==> config.mk <==
export PLATFORM = sky130hd
export DESIGN_NAME = crt_timing_ctrl
export DESIGN_NICKNAME = d
export VERILOG_FILES = /design/src/rtl/crt_pkg.sv /design/src/rtl/crt_regfile.sv /design/src/rtl/crt_hcount.sv /design/src/rtl/crt_vcount.sv /design/src/rtl/crt_addr.sv /design/src/rtl/crt_timing_ctrl.sv
export SDC_FILE = /design/constraint.sdc
export NUM_CORES = 1
export LEC_CHECK = 0
export BUFFER_PORTS_ARGS = -buffer_cell sky130_fd_sc_hd__buf_2
export CAP_MARGIN = 20
export CORE_UTILIZATION = 62
export DETAILED_ROUTE_END_ITERATION = 10
export PLACE_DENSITY = 0.91
export SYNTH_ARGS = -nofsm -noshare
export SYNTH_HDL_FRONTEND = slang
export SYNTH_HIERARCHICAL = 1
export SYNTH_SLANG_ARGS = --single-unit
export TNS_END_PERCENT = 50
==> constraint.sdc <==
create_clock -name clk_i -period 4.3 [get_ports clk_i]
set_clock_uncertainty 0.2 [all_clocks]
set_input_delay 0.43 -clock clk_i [delete_from_list [all_inputs] [get_ports clk_i]]
set_output_delay 0.43 -clock clk_i [all_outputs]
set_load 0.05 [all_outputs]
==> src/rtl/crt_pkg.sv <==
`timescale 1ns/1ps
package crt_pkg;
  localparam int unsigned HCW  = 8;   // horizontal counter width
  localparam int unsigned RCW  = 5;   // raster counter width
  localparam int unsigned VCW  = 7;   // row counter width
  localparam int unsigned MAW  = 14;  // memory address width
  localparam int unsigned SWW  = 4;   // sync width counter width
  localparam int unsigned SELW = 5;   // register index width
  localparam int unsigned DW   = 8;   // data bus width

  typedef enum logic [SELW-1:0] {
    IDX_HTOT  = 5'd0,
    IDX_HDSP  = 5'd1,
    IDX_HSPOS = 5'd2,
    IDX_SWID  = 5'd3,
    IDX_VTOT  = 5'd4,
    IDX_VDSP  = 5'd6,
    IDX_VSPOS = 5'd7,
    IDX_RLAST = 5'd9,
    IDX_STH   = 5'd12,
    IDX_STL   = 5'd13
  } reg_idx_e;

  typedef struct packed {
    logic [HCW-1:0] htot;
    logic [HCW-1:0] hdsp;
    logic [HCW-1:0] hspos;
    logic [SWW-1:0] hsw;
    logic [SWW-1:0] vsw;
    logic [VCW-1:0] vtot;
    logic [VCW-1:0] vdsp;
    logic [VCW-1:0] vspos;
    logic [RCW-1:0] rlast;
    logic [MAW-1:0] start;
  } crt_cfg_t;
endpackage

==> src/rtl/crt_regfile.sv <==
`timescale 1ns/1ps
module crt_regfile
  import crt_pkg::*;
(
  input  logic          clk_i,
  input  logic          rst_ni,
  input  logic          sel_we_i,
  input  logic          dat_we_i,
  input  logic [DW-1:0] wr_data_i,
  output crt_cfg_t      cfg_o
);
  localparam int unsigned STHW = MAW - DW;

  logic [SELW-1:0] sel_q;
  crt_cfg_t        cfg_q;
  logic [STHW-1:0] sth_q;
  logic [DW-1:0]   stl_q;

  always_ff @(posedge clk_i or negedge rst_ni) begin
    if (!rst_ni) begin
      sel_q <= '0;
    end else if (sel_we_i) begin
      sel_q <= wr_data_i[SELW-1:0];
    end
  end

  always_ff @(posedge clk_i or negedge rst_ni) begin
    if (!rst_ni) begin
      cfg_q <= '0;
      sth_q <= '0;
      stl_q <= '0;
    end else if (dat_we_i) begin
      unique case (sel_q)
        IDX_HTOT:  cfg_q.htot  <= wr_data_i[HCW-1:0];
        IDX_HDSP:  cfg_q.hdsp  <= wr_data_i[HCW-1:0];
        IDX_HSPOS: cfg_q.hspos <= wr_data_i[HCW-1:0];
        IDX_SWID: begin
          cfg_q.hsw <= wr_data_i[SWW-1:0];
          cfg_q.vsw <= wr_data_i[2*SWW-1:SWW];
        end
        IDX_VTOT:  cfg_q.vtot  <= wr_data_i[VCW-1:0];
        IDX_VDSP:  cfg_q.vdsp  <= wr_data_i[VCW-1:0];
        IDX_VSPOS: cfg_q.vspos <= wr_data_i[VCW-1:0];
        IDX_RLAST: cfg_q.rlast <= wr_data_i[RCW-1:0];
        IDX_STH:   sth_q       <= wr_data_i[STHW-1:0];
        IDX_STL:   stl_q       <= wr_data_i;
        default: ;
      endcase
    end
  end

  always_comb begin
    cfg_o       = cfg_q;
    cfg_o.start = {sth_q, stl_q};
  end

  // sel_q only changes on an index strobe
  AST_SEL_HOLD: assert property (@(posedge clk_i) disable iff (!rst_ni)
    !sel_we_i |=> $stable(sel_q));
endmodule

==> src/rtl/crt_hcount.sv <==
`timescale 1ns/1ps
module crt_hcount
  import crt_pkg::*;
(
  input  logic     clk_i,
  input  logic     rst_ni,
  input  logic     step_i,
  input  crt_cfg_t cfg_i,
  output logic     line_end_o,
  output logic     hdsp_stop_o,
  output logic     hdsp_o,
  output logic     hsync_o
);
  logic [HCW-1:0] hcc_q, hcc_n;
  logic [HCW:0]   hcc_inc;
  logic [SWW-1:0] hsc_q, hsc_inc;
  logic           hsync_q, hdsp_q;

  assign hcc_inc     = {1'b0, hcc_q} + 1'b1;
  assign line_end_o  = (hcc_inc == ({1'b0, cfg_i.htot} + 1'b1));
  assign hcc_n       = line_end_o ? '0 : hcc_inc[HCW-1:0];
  assign hdsp_stop_o = (hcc_n == cfg_i.hdsp);
  assign hsc_inc     = hsc_q + 1'b1;

  always_ff @(posedge clk_i or negedge rst_ni) begin
    if (!rst_ni) begin
      hcc_q   <= '0;
      hdsp_q  <= 1'b0;
      hsync_q <= 1'b0;
      hsc_q   <= '0;
    end else if (step_i) begin
      hcc_q <= hcc_n;
      if (hdsp_stop_o)     hdsp_q <= 1'b0;
      else if (line_end_o) hdsp_q <= 1'b1;
      if (hcc_n == cfg_i.hspos) begin
        hsync_q <= 1'b1;
        hsc_q   <= '0;
      end else if (hsync_q) begin
        hsc_q <= hsc_inc;
        // equality also catches the wrap to zero, so width 0 means full count
        if (hsc_inc == cfg_i.hsw) hsync_q <= 1'b0;
      end
    end
  end

  assign hdsp_o  = hdsp_q;
  assign hsync_o = hsync_q;

  AST_LINE_RESTART: assert property (@(posedge clk_i) disable iff (!rst_ni)
    step_i && line_end_o |=> hcc_q == '0);
  AST_HSYNC_CLR: assert property (@(posedge clk_i) disable iff (!rst_ni)
    $rose(hsync_q) |-> hsc_q == '0);
  AST_HSYNC_STEP: assert property (@(posedge clk_i) disable iff (!rst_ni)
    !step_i |=> $stable(hsync_q) && $stable(hcc_q));
endmodule

==> src/rtl/crt_vcount.sv <==
`timescale 1ns/1ps
module crt_vcount
  import crt_pkg::*;
(
  input  logic           clk_i,
  input  logic           rst_ni,
  input  logic           step_i,
  input  logic           line_end_i,
  input  crt_cfg_t       cfg_i,
  output logic           row_wrap_o,
  output logic           frame_wrap_o,
  output logic           vdsp_o,
  output logic           vsync_o,
  output logic [RCW-1:0] ras_o
);
  logic [RCW-1:0] ras_q;
  logic [RCW:0]   ras_inc;
  logic [VCW-1:0] vcc_q, vcc_n;
  logic [VCW:0]   vcc_inc;
  logic [SWW-1:0] vsc_q, vsc_inc;
  logic           vsync_q, vdsp_q, vs_start;

  assign ras_inc      = {1'b0, ras_q} + 1'b1;
  assign row_wrap_o   = (ras_inc == ({1'b0, cfg_i.rlast} + 1'b1));
  assign vcc_inc      = {1'b0, vcc_q} + 1'b1;
  assign frame_wrap_o = row_wrap_o && (vcc_inc == ({1'b0, cfg_i.vtot} + 1'b1));
  assign vcc_n        = frame_wrap_o ? '0 : vcc_inc[VCW-1:0];
  assign vs_start     = row_wrap_o && (vcc_n == cfg_i.vspos);
  assign vsc_inc      = vsc_q + 1'b1;

  always_ff @(posedge clk_i or negedge rst_ni) begin
    if (!rst_ni) begin
      ras_q   <= '0;
      vcc_q   <= '0;
      vdsp_q  <= 1'b0;
      vsync_q <= 1'b0;
      vsc_q   <= '0;
    end else if (step_i && line_end_i) begin
      ras_q <= row_wrap_o ? '0 : ras_inc[RCW-1:0];
      if (row_wrap_o) begin
        vcc_q <= vcc_n;
        if (frame_wrap_o)                      vdsp_q <= 1'b1;
        else if (vcc_inc == {1'b0, cfg_i.vdsp}) vdsp_q <= 1'b0;
      end
      if (vs_start) begin
        vsync_q <= 1'b1;
        vsc_q   <= '0;
      end else if (vsync_q) begin
        vsc_q <= vsc_inc;
        if (vsc_inc == cfg_i.vsw) vsync_q <= 1'b0;
      end
    end
  end

  assign vdsp_o  = vdsp_q;
  assign vsync_o = vsync_q;
  assign ras_o   = ras_q;

  AST_VSYNC_ROW: assert property (@(posedge clk_i) disable iff (!rst_ni)
    $rose(vsync_q) |-> vsc_q == '0);
  AST_FRAME_TOP: assert property (@(posedge clk_i) disable iff (!rst_ni)
    step_i && line_end_i && frame_wrap_o |=> vcc_q == '0 && vdsp_q && ras_q == '0);
  AST_RAS_LINE: assert property (@(posedge clk_i) disable iff (!rst_ni)
    !(step_i && line_end_i) |=> $stable(ras_q) && $stable(vcc_q));
endmodule

==> src/rtl/crt_addr.sv <==
`timescale 1ns/1ps
module crt_addr
  import crt_pkg::*;
(
  input  logic           clk_i,
  input  logic           rst_ni,
  input  logic           step_i,
  input  logic           line_end_i,
  input  logic           row_wrap_i,
  input  logic           frame_wrap_i,
  input  logic           hdsp_stop_i,
  input  logic [MAW-1:0] start_i,
  output logic [MAW-1:0] ma_o
);
  logic [MAW-1:0] ma_q, row_q, store_q;
  logic [MAW-1:0] ma_n, row_n, store_t;

  always_comb begin
    store_t = frame_wrap_i ? start_i : store_q;
    row_n   = (line_end_i && row_wrap_i) ? store_t : row_q;
    ma_n    = line_end_i ? row_n : ma_q + 1'b1;
  end

  always_ff @(posedge clk_i or negedge rst_ni) begin
    if (!rst_ni) begin
      ma_q    <= '0;
      row_q   <= '0;
      store_q <= '0;
    end else if (step_i) begin
      ma_q    <= ma_n;
      row_q   <= row_n;
      store_q <= hdsp_stop_i ? ma_n : (line_end_i ? store_t : store_q);
    end
  end

  assign ma_o = ma_q;

  AST_MA_INC: assert property (@(posedge clk_i) disable iff (!rst_ni)
    step_i && !line_end_i |=> ma_q == $past(ma_q) + 1'b1);
  AST_MA_RELOAD: assert property (@(posedge clk_i) disable iff (!rst_ni)
    step_i && line_end_i |=> ma_q == row_q);
endmodule

==> src/rtl/crt_timing_ctrl.sv <==
`timescale 1ns/1ps
module crt_timing_ctrl
  import crt_pkg::*;
#(
  parameter int unsigned DIVW = 4
) (
  input  logic        clk_i,
  input  logic        rst_ni,
  input  logic        sel_we_i,
  input  logic        dat_we_i,
  input  logic [7:0]  wr_data_i,
  output logic        hsync_o,
  output logic        vsync_o,
  output logic        disp_en_o,
  output logic [13:0] mem_addr_o,
  output logic [4:0]  row_addr_o,
  output logic [15:0] fetch_addr_o
);
  logic [DIVW-1:0] div_q;
  logic            step;
  crt_cfg_t        cfg;
  logic            line_end, hdsp_stop, hdsp, row_wrap, frame_wrap, vdsp;
  logic [RCW-1:0]  ras;
  logic [MAW-1:0]  ma;

  always_ff @(posedge clk_i or negedge rst_ni) begin
    if (!rst_ni) div_q <= '0;
    else         div_q <= div_q + 1'b1;
  end
  assign step = &div_q;

  crt_regfile u_regs (
    .clk_i, .rst_ni, .sel_we_i, .dat_we_i, .wr_data_i, .cfg_o(cfg)
  );

  crt_hcount u_h (
    .clk_i, .rst_ni, .step_i(step), .cfg_i(cfg),
    .line_end_o(line_end), .hdsp_stop_o(hdsp_stop), .hdsp_o(hdsp), .hsync_o
  );

  crt_vcount u_v (
    .clk_i, .rst_ni, .step_i(step), .line_end_i(line_end), .cfg_i(cfg),
    .row_wrap_o(row_wrap), .frame_wrap_o(frame_wrap), .vdsp_o(vdsp),
    .vsync_o, .ras_o(ras)
  );

  crt_addr u_a (
    .clk_i, .rst_ni, .step_i(step), .line_end_i(line_end),
    .row_wrap_i(row_wrap), .frame_wrap_i(frame_wrap),
    .hdsp_stop_i(hdsp_stop), .start_i(cfg.start), .ma_o(ma)
  );

  assign disp_en_o    = hdsp & vdsp;
  assign mem_addr_o   = ma;
  assign row_addr_o   = ras;
  assign fetch_addr_o = {ma[13:12], ras[2:0], ma[9:0], div_q[DIVW-1]};

  AST_DISP_WINDOW: assert property (@(posedge clk_i) disable iff (!rst_ni)
    disp_en_o |-> hdsp && vdsp);
  AST_STEP_ONLY: assert property (@(posedge clk_i) disable iff (!rst_ni)
    !step |=> $stable(mem_addr_o) && $stable(vsync_o) && $stable(disp_en_o));
endmodule

* Yosys cells after proc, flatten, opt, wreduce, memory -nomap -nowiden
Cells that the tools add are included.
** Storage, ports and cells
- Register bits after elaboration :: 155
- Input bits :: 12
- Word-level logic and storage cells :: 101
** Cells by class
- Add/sub/neg operators :: 10
- Equal/unequal tests :: 18
- Mux-type cells :: 22
- Bitwise gates (word level) :: 1
- Reductions and logical operators :: 25
** Operators by type and width (count)
- 14-bit 2-to-1 mux :: 5
- 8-bit == test :: 3
- 2-bit AND reduction :: 12
- 8-bit by 1-bit adder with 9-bit output (second input constant) :: 2
- 7-bit by 1-bit adder with 8-bit output (second input constant) :: 2
- 4-bit 2-to-1 mux :: 4
- 5-bit by 3-bit == test with 1-bit output (second input constant) :: 3
- 5-bit by 4-bit == test with 1-bit output (second input constant) :: 3
- 14-bit by 1-bit adder with 14-bit output (second input constant) :: 1
- 4-bit by 1-bit adder with 4-bit output (second input constant) :: 3
- 5-bit by 1-bit adder with 6-bit output (second input constant) :: 2
- 5-bit by 2-bit == test with 1-bit output (second input constant) :: 2
- 1-bit 2-to-1 mux :: 10
- 5-bit AND reduction :: 2
- 9-bit == test :: 1
- 4-bit == test :: 2
- 8-bit by 7-bit == test with 1-bit output :: 1
- 8-bit 2-to-1 mux :: 1
- 2-bit nonzero test :: 4
- 7-bit == test :: 1
- 7-bit 2-to-1 mux :: 1
- 6-bit == test :: 1
- 5-bit by 1-bit == test with 1-bit output (second input constant) :: 1
- 5-bit zero test :: 1
- 5 further kinds :: 8

* Longest topological paths before layout
Gate-level depths: netlist (run 1).
- Word-level depth :: 8
- Depth in mapped cells :: 17
- Mapped depth without buffers :: 15

* Cells and area by module
Netlist (run 1), hierarchy kept.
** Modules (own cells, without submodules)
- crt_regfile :: times used 1, cells an instance 178, area each 2992.9 sq um, seq. area each 1926.8 sq um
- crt_addr :: times used 1, cells an instance 281, area each 2556.2 sq um, seq. area each 1051.0 sq um
- crt_vcount :: times used 1, cells an instance 194, area each 1689.1 sq um, seq. area each 450.4 sq um
- crt_hcount :: times used 1, cells an instance 188, area each 1547.7 sq um, seq. area each 350.3 sq um
- crt_timing_ctrl :: times used 1, cells an instance 27, area each 272.8 sq um, seq. area each 100.1 sq um

* Worst setup path before layout (run 1)
No wires, ideal clock.
- Kind :: reg2reg
- From :: reg u_h.hcc_q[1]
- To :: reg u_a.store_q[12]
- Setup time :: 0.128 ns
- Arrival :: 3.474 ns
- Slack :: 0.498 ns
- Cell stages (with the launch flop) :: 17
- Path buffers :: 2
- Clock period less this slack :: 3.802 ns
- Cell sequence :: dfrtp_1 ha_1 clkbuf_1 xnor2_1 nand2_1 nor4b_2 o2111ai_2 a211oi_4 buf_2 a21oi_1 o32a_1 nor2_1 and3_1 o21ai_1 or4b_1 o21ai_0 a21oi_1
** On the way
- Word-level cells in the longest chain between the ends :: 6
** RTL lines
- start, declared :: line crt_hcount.sv:14 : logic [HCW-1:0] hcc_q, hcc_n;
- start signal, assigned :: line crt_hcount.sv:32 : hcc_q <= hcc_n;
- 8-bit by 1-bit adder with 9-bit output (*) :: line crt_hcount.sv:19 : assign hcc_inc = {1'b0, hcc_q} + 1'b1;
- 9-bit == test :: line crt_hcount.sv:20 : assign line_end_o = (hcc_inc == ({1'b0, cfg_i.htot} + 1'b1));
- 8-bit 2-to-1 mux (*) :: line crt_hcount.sv:21 : assign hcc_n = line_end_o ? '0 : hcc_inc[HCW-1:0];
- 8-bit == test (*) :: line crt_hcount.sv:22 : assign hdsp_stop_o = (hcc_n == cfg_i.hdsp);
- named net hdsp_stop :: line crt_timing_ctrl.sv:22 : logic line_end, hdsp_stop, hdsp, row_wrap, frame_wrap, vdsp;
- 2-bit nonzero test (no line)
- 5-bit AND reduction (no line)
- end signal, assigned :: line crt_addr.sv:32 : store_q <= hdsp_stop_i ? ma_n : (line_end_i ? store_t : store_q);
- end, declared :: line crt_addr.sv:15 : logic [MAW-1:0] ma_q, row_q, store_q;
Mark *: on every way through the listed nets, which the timed path passes. The rest lies on a longest branch.
A chain may end at the register's enable or synchronous reset.

* Worst setup path after layout (run 1)
- From :: reg u_h.hcc_q[0]
- To :: reg u_a.store_q[0]
** On the way
- Word-level cells in the longest chain between the ends :: 6
** RTL lines (line)
- 8-bit by 1-bit adder with 9-bit output (*) :: crt_hcount.sv:19
- 9-bit == test (*) :: crt_hcount.sv:20
- named net line_end :: crt_timing_ctrl.sv:22
- 8-bit 2-to-1 mux (*) :: crt_hcount.sv:21
- 8-bit == test (*) :: crt_hcount.sv:22
- named net hdsp_stop :: crt_timing_ctrl.sv:22
- 2-bit nonzero test (no line)
- 5-bit AND reduction (no line)
Marks and branches as above.

==> flow_summary.ini, run 1 <==
[worst_setup_path]
crit_start = u_h/hcc_q[0]
reg2reg_slack_ps = 110
critical_path_class = reg -> reg
rr_startpoint = u_h/hcc_q[0]
cp.required_ps = 4410
r2r_cells = 15
crit_arrival_ps = 4300
critPathLaunchType = flop
r2r-end = u_a/store_q[0]
endpoint_kind = flop
path_max_fanout = 23

[min_path]
hold_path.class = in -> reg
min_to = u_regs/sel_q[1]
min_from = sel_we_i
hold_path_depth = 2

[floorplanning]
start_util_pct = 64.5
design.die.area_um2 = 15100
rows = 43
die_width_um = 123
core_area_um2 = 14000
io_pins = 50
dieHeight_um = 123

[sta]
period_needed_ps = 4190
slew_viol_final = 0
fmax_ghz = 0.239
whs_ps = 202
min_period_over_period_pct = 97.4
maxSlewHeadroom_pct = 36.3
worst_pin_slew_ps = 956
finalHoldViolations = 0
final-setup-viol-count = 0
tns_ps = 0

[synthesis]
synth_top_cell_by_area = dfrtp_1
synth_commonest_cells = dfrtp_1 (155), mux2_2 (87), nand2_1 (75)
synth.most_common_cell = dfrtp_1
syn_nets = 890
ys_types = 88
async_reset_ff_share_pct = 100
synth-main-ff-cell = dfrtp_1
yosys_register_bits = 155
synth-edff-count = 0
ys_seq_area_share_pct = 42.8
synth_cells = 868
yosys-top-cells-area = dfrtp_1 (43%), mux2_2 (11%), xnor2_1 (4.3%)
syn_area_um2 = 9060
synth_warnings = 6
avgSynthCellArea_um2 = 10.4
synth_top_cell_area_share_pct = 42.8

[drt]
vias_per_cell = 6.68
drt_iter0_markers = 929
wl_per_cell_um = 20.7
wl_mm = 22.5
firstDrtPassIters = 6
ant_nets = 0
routed-via-count = 7270
drc = 0

[global_routing]
grt_pass1_wl_mm = 35.7
grt_antenna_before_repair = 0
grt_pass1_vias = 7119
grt_usage_pct = 30.9
grt_max_degree = 106
grt_overflow = 0

[placed_design]
dpl.hpwl_mm = 14.4
place_congestion = 0.917
portBuffers = 49

[power]
irDropWorstVdd_uv = 314
p_leak_uw = 0.00427
powerDensity_nw_per_um2 = 564

[finish]
drive_above_1_share_pct = 24.9
fin_nets = 919
areaGrowthSynthToFinish_pct = 10.4
n_antenna_cell = 0

[clock_tree]
numCtsBuffers = 17
cts_tree = yes
ctsHtreeMaxLevel = 4
root_buffer = clkbuf_16
clk-insertion-delay-late_ps = 430
cts_buffer_depth = 2
clk_pin_slew_ps = 60
clkSinkCount = 155

[status]
status = finished, final reports clean

[job]
drv_cap = 0
worst max path at each step:
| stage | slack [ps] | end | cells after the start |
|---|---|---|---|
| after global routing | -10 | u_a/store_q[0] | 15 |
| after detailed placement | 200 | u_a/store_q[4] | 15 |
| after CTS | 30 | u_a/store_q[0] | 15 |
| after global placement | 480 | u_a/store_q[4] | 15 |
| after floorplan | 500 | u_a/store_q[12] | 16 |
| final | 110 | u_a/store_q[0] | 15 |
layout by cell type (no fill, tap or decap), drive strengths merged, types with 18 or more instances in the layout:
cell    Yosys  final
a21oi      33     33
buf        38     65
clkbuf     18     18
dfrtp     155    155
mux2       94     94
nand2      78     78
nand3      40     40
nor2       49     49
o21ai      53     53
xnor2      49     49
xor2       34     34
report_power, final:
part           switching, uW  internal [uW]
Clock                    593            977
Sequential               395           1780
Combinational           1100            792
routing by layer:
metal / wire (um) / global-route usage [%]
met5: 0 / 0
met4: 785 / 15.1
met3: 1460 / 6.04
met2: 11200 / 50.1
met1: 9040 / 39.7
sequential cells by signal (all words and copies together), names as in the netlist, 4 cells and up:
signal and cells:
div_q 4, u_v/vcc_q 7, u_a/row_q 14, u_h/hcc_q 8
u_a/ma_o 14, u_h/hsc_q 4, u_a/store_q 14, u_regs/cfg_o 58
u_v/vsc_q 4, u_v/ras_o 5, u_regs/stl_q 8, u_regs/sel_q 5
u_regs/sth_q 6
critical path, stage by stage, from the launching register on:
cell,delay (ps)
dfrtp_1,400
buf_4,210
nand3_4,140
or3_1,440
a22oi_1,280
o2111ai_2,210
a211oi_4,380
nor2_1,90
o32a_1,290
nor2_1,150
and3_1,230
buf_4,290
nand2_1,160
o22ai_1,230
a21oi_1,110
o21ai_0,270
stage by stage:
step	std cells	total power [uW]	worst slack [ps]	util, %	instance area [um^2]
floorplan	868	3550	498	-	9060
global placement	1055	3860	481	66.5	9340
detailed placement	1055	3960	196	66.5	9340
CTS	1086	5570	34.7	70.9	9960
global route	1088	5880	-13.3	71.2	10000
finish	1088	5640	113	71.2	10000
cell families (layout without fill, tap and decap cells):
family / count (synthesis) / after routing / share of synthesized area, %
compound gates: 180 / 180 / 13.4
xor+xnor: 84 / 84 / 8.77
fa+ha+maj: 10 / 10 / 1.38
buf+inv: 71 / 111 / 4.12
flops: 155 / 155 / 42.8
mux: 111 / 111 / 13.9
simple gates: 257 / 257 / 15.6
layout make-up:
| type | instances | area, um^2 |
|---|---|---|
| multi-input combinational | 642 | 4830 |
| fill | 925 | 4040 |
| sequential | 155 | 3880 |
| clock buffer | 18 | 439 |
| timing repair buffer | 66 | 394 |
| tap | 180 | 225 |
| clock inverter | 12 | 174 |
| inverter | 15 | 56.3 |
repair_timing:
action,CTS,global route
buffers inserted,0,2
hold endpoints to repair,103,0
hold buffers,1,0
setup endpoints to repair,0,18
resized for setup,0,4
Power figures use the tool's default switching activity.
==> inputs of run 2 (changes only) <==
--- a/config.mk
+++ b/config.mk
@@ -12,6 +12,5 @@
 export PLACE_DENSITY = 0.91
 export SYNTH_ARGS = -nofsm -noshare
 export SYNTH_HDL_FRONTEND = slang
-export SYNTH_HIERARCHICAL = 1
 export SYNTH_SLANG_ARGS = --single-unit
 export TNS_END_PERCENT = 50
==> run 2 against run 1 <==
First-iteration DRC count rose by 5.0%. Routed wire length fell by 1.8%. Power rose by 3.2%. Sequential cell count did not move. Synthesized area rose by 0.65%. Combinational power rose by 12%. Die area rose by 0.64%. Sequential share of layout area rose by 0.30 points. Fmax rose by 2.8%.
==> flow_summary.ini, run 2 <==
[status]
status = finished, final reports clean

[synthesis]
yosys-top-cells-area = dfrtp_1 (43%), mux2_2 (10%), xnor2_1 (4.5%)
synth.most_common_cell = dfrtp_1
synth_warnings = 0
synth-main-ff-cell = dfrtp_1
yosys.area_share.simple_pct = 17.3
synth_mux_area_share_pct = 13.5
yosys.area_share.xor_xnor_pct = 7.67
syn_area_um2 = 9120
ys_types = 67
ys_seq_area_share_pct = 42.5
synth-edff-count = 0
synth_compound_area_share_pct = 12.5
yosys_register_bits = 155
async_reset_ff_share_pct = 100
synth_cells = 914
avgSynthCellArea_um2 = 9.98
syn_nets = 936
synth_fa_ha_area_share_pct = 1.37
synth_top_cell_area_share_pct = 42.5
synth_top_family_by_area = simple AND/OR/NAND/NOR gates
synth_top_cell_by_area = dfrtp_1
synth_commonest_cells = dfrtp_1 (155), nand2_1 (95), mux2_2 (82)

[sta]
final-setup-viol-count = 0
worst_pin_slew_ps = 966
slew_viol_final = 0
tns_ps = 0
fmax_ghz = 0.245
fin_ws_ps = 225
period_needed_ps = 4070
min_period_over_period_pct = 94.8
maxSlewHeadroom_pct = 35.6
finalHoldViolations = 0

[worst_setup_path]
endpoint_kind = flop
cp.required_ps = 4470
critPathLaunchType = flop
critical_path_class = reg -> reg
r2r_cells = 10
crit_arrival_ps = 4240
path_max_fanout = 37

[power]
irDropWorstVdd_uv = 316
power_uw = 5820
p_leak_uw = 0.00440
powerDensity_nw_per_um2 = 586

[floorplanning]
dieHeight_um = 123
start_util_pct = 64.7
design.die.area_um2 = 15200
core_area_um2 = 14100
io_pins = 50
rows = 43
die_width_um = 123

[placed_design]
dpl.hpwl_mm = 14.2
dp_slack_ps = 390
place_congestion = 0.932
portBuffers = 49
dp.cells = 1094

[clock_tree]
ctsHtreeMaxLevel = 4
numCtsBuffers = 17
cts_buffer_depth = 2
clkSinkCount = 155
cts_tree = yes
root_buffer = clkbuf_16
clk_pin_slew_ps = 70
clk-insertion-delay-late_ps = 440

[global_routing]
grt_usage_pct = 31.2
grt_overflow = 0
grt_antenna_before_repair = 0
grt_max_degree = 107
grt_pass1_wl_mm = 36.0
grt_pass1_vias = 7156

[drt]
firstDrtPassIters = 7
vias_per_cell = 6.59
ant_nets = 0
drc = 0
routed-via-count = 7424
wl_per_cell_um = 19.6
wl_mm = 22.1
drt_iter0_markers = 975

[finish]
final_common_cell = dfrtp_1
layout_common_cells = dfrtp_1 (155), nand2_1 (95), mux2_2 (82), o21ai_0 (64), nor2_1 (60)
fin_nets = 956
areaGrowthSynthToFinish_pct = 8.80
drive_above_1_share_pct = 20.5
n_antenna_cell = 0
final_util_pct = 70.4
largest_register_ffs = 58
layout.cells.non_filler = 1127

[job]
drv_cap = 0

[min_path]
hold_path_depth = 2
hold_path.class = in -> reg
## run 2: path summary, 6_finish.rpt
check	to	from	slack, ps
max in group asynchronous	u_a.ma_o[13]	rst_ni	2590
min in group asynchronous	u_h.hcc_q[5]	rst_ni	510
min	u_regs.sel_q[4]	sel_we_i	140
max reg2reg	u_a.store_q[5]	u_h.hcc_q[1]	230
min reg2reg	u_a.row_q[2]	u_a.row_q[2]	280
max	u_a.store_q[5]	u_h.hcc_q[1]	230
## run 2: report_power, final
| group | switching (uW) | internal, uW |
|---|---|---|
| clock network | 641 | 883 |
| logic | 1280 | 838 |
| registers | 399 | 1780 |
## run 2: cell families (layout without fill, tap and decap cells)
kind of cell,count (synthesis),in the layout
compound gates,169,169
xor+xnor,79,79
fa+ha+maj,10,10
buf+inv,73,106
flops,155,155
mux,113,113
simple gates,315,315
## run 2: metrics by stage
stage,hold WS (ps),area (um^2)
3_5_place_dp,274,9300
4_1_cts,127,9910
2_1_floorplan,-65.6,9120
6_report,143,9920
3_3_place_gp,264,9300
5_1_grt,147,9920
## run 2: critical path, stage by stage (launching register included)
cell	delay (ps)
dfrtp_1	430
ha_1	340
nand3_1	210
xnor2_1	190
a2111oi_0	550
a211oi_2	130
or3_1	510
or3_4	390
o211a_2	320
or4_1	630
nand4_1	100
## run 2: cell type report
class | count | area (um^2)
Multi-Input combinational cell | 686 | 4790
Fill cell | 985 | 4180
Sequential cell | 155 | 3880
Clock buffer | 18 | 439
Timing Repair Buffer | 66 | 394
Tap cell | 180 | 225
Clock inverter | 14 | 161
Inverter | 8 | 30.0
## run 2: per-layer routing
metal  wire [um]  track usage [%]  up-vias
met5           0                0        -
met4         893             16.3        0
met3        1730             6.18       81
met2       10300             48.6      413
met1        9180             41.3     3573
li1            -                -     3357
## run 2: timing repair
| action | CTS | global route |
|---|---|---|
| hold buffers | 1 | 0 |
| setup endpoints to repair | 0 | 2 |
| setup buffers | 0 | 0 |
| endpoints found under the hold margin | 105 | 0 |
| resized for setup | 0 | 1 |
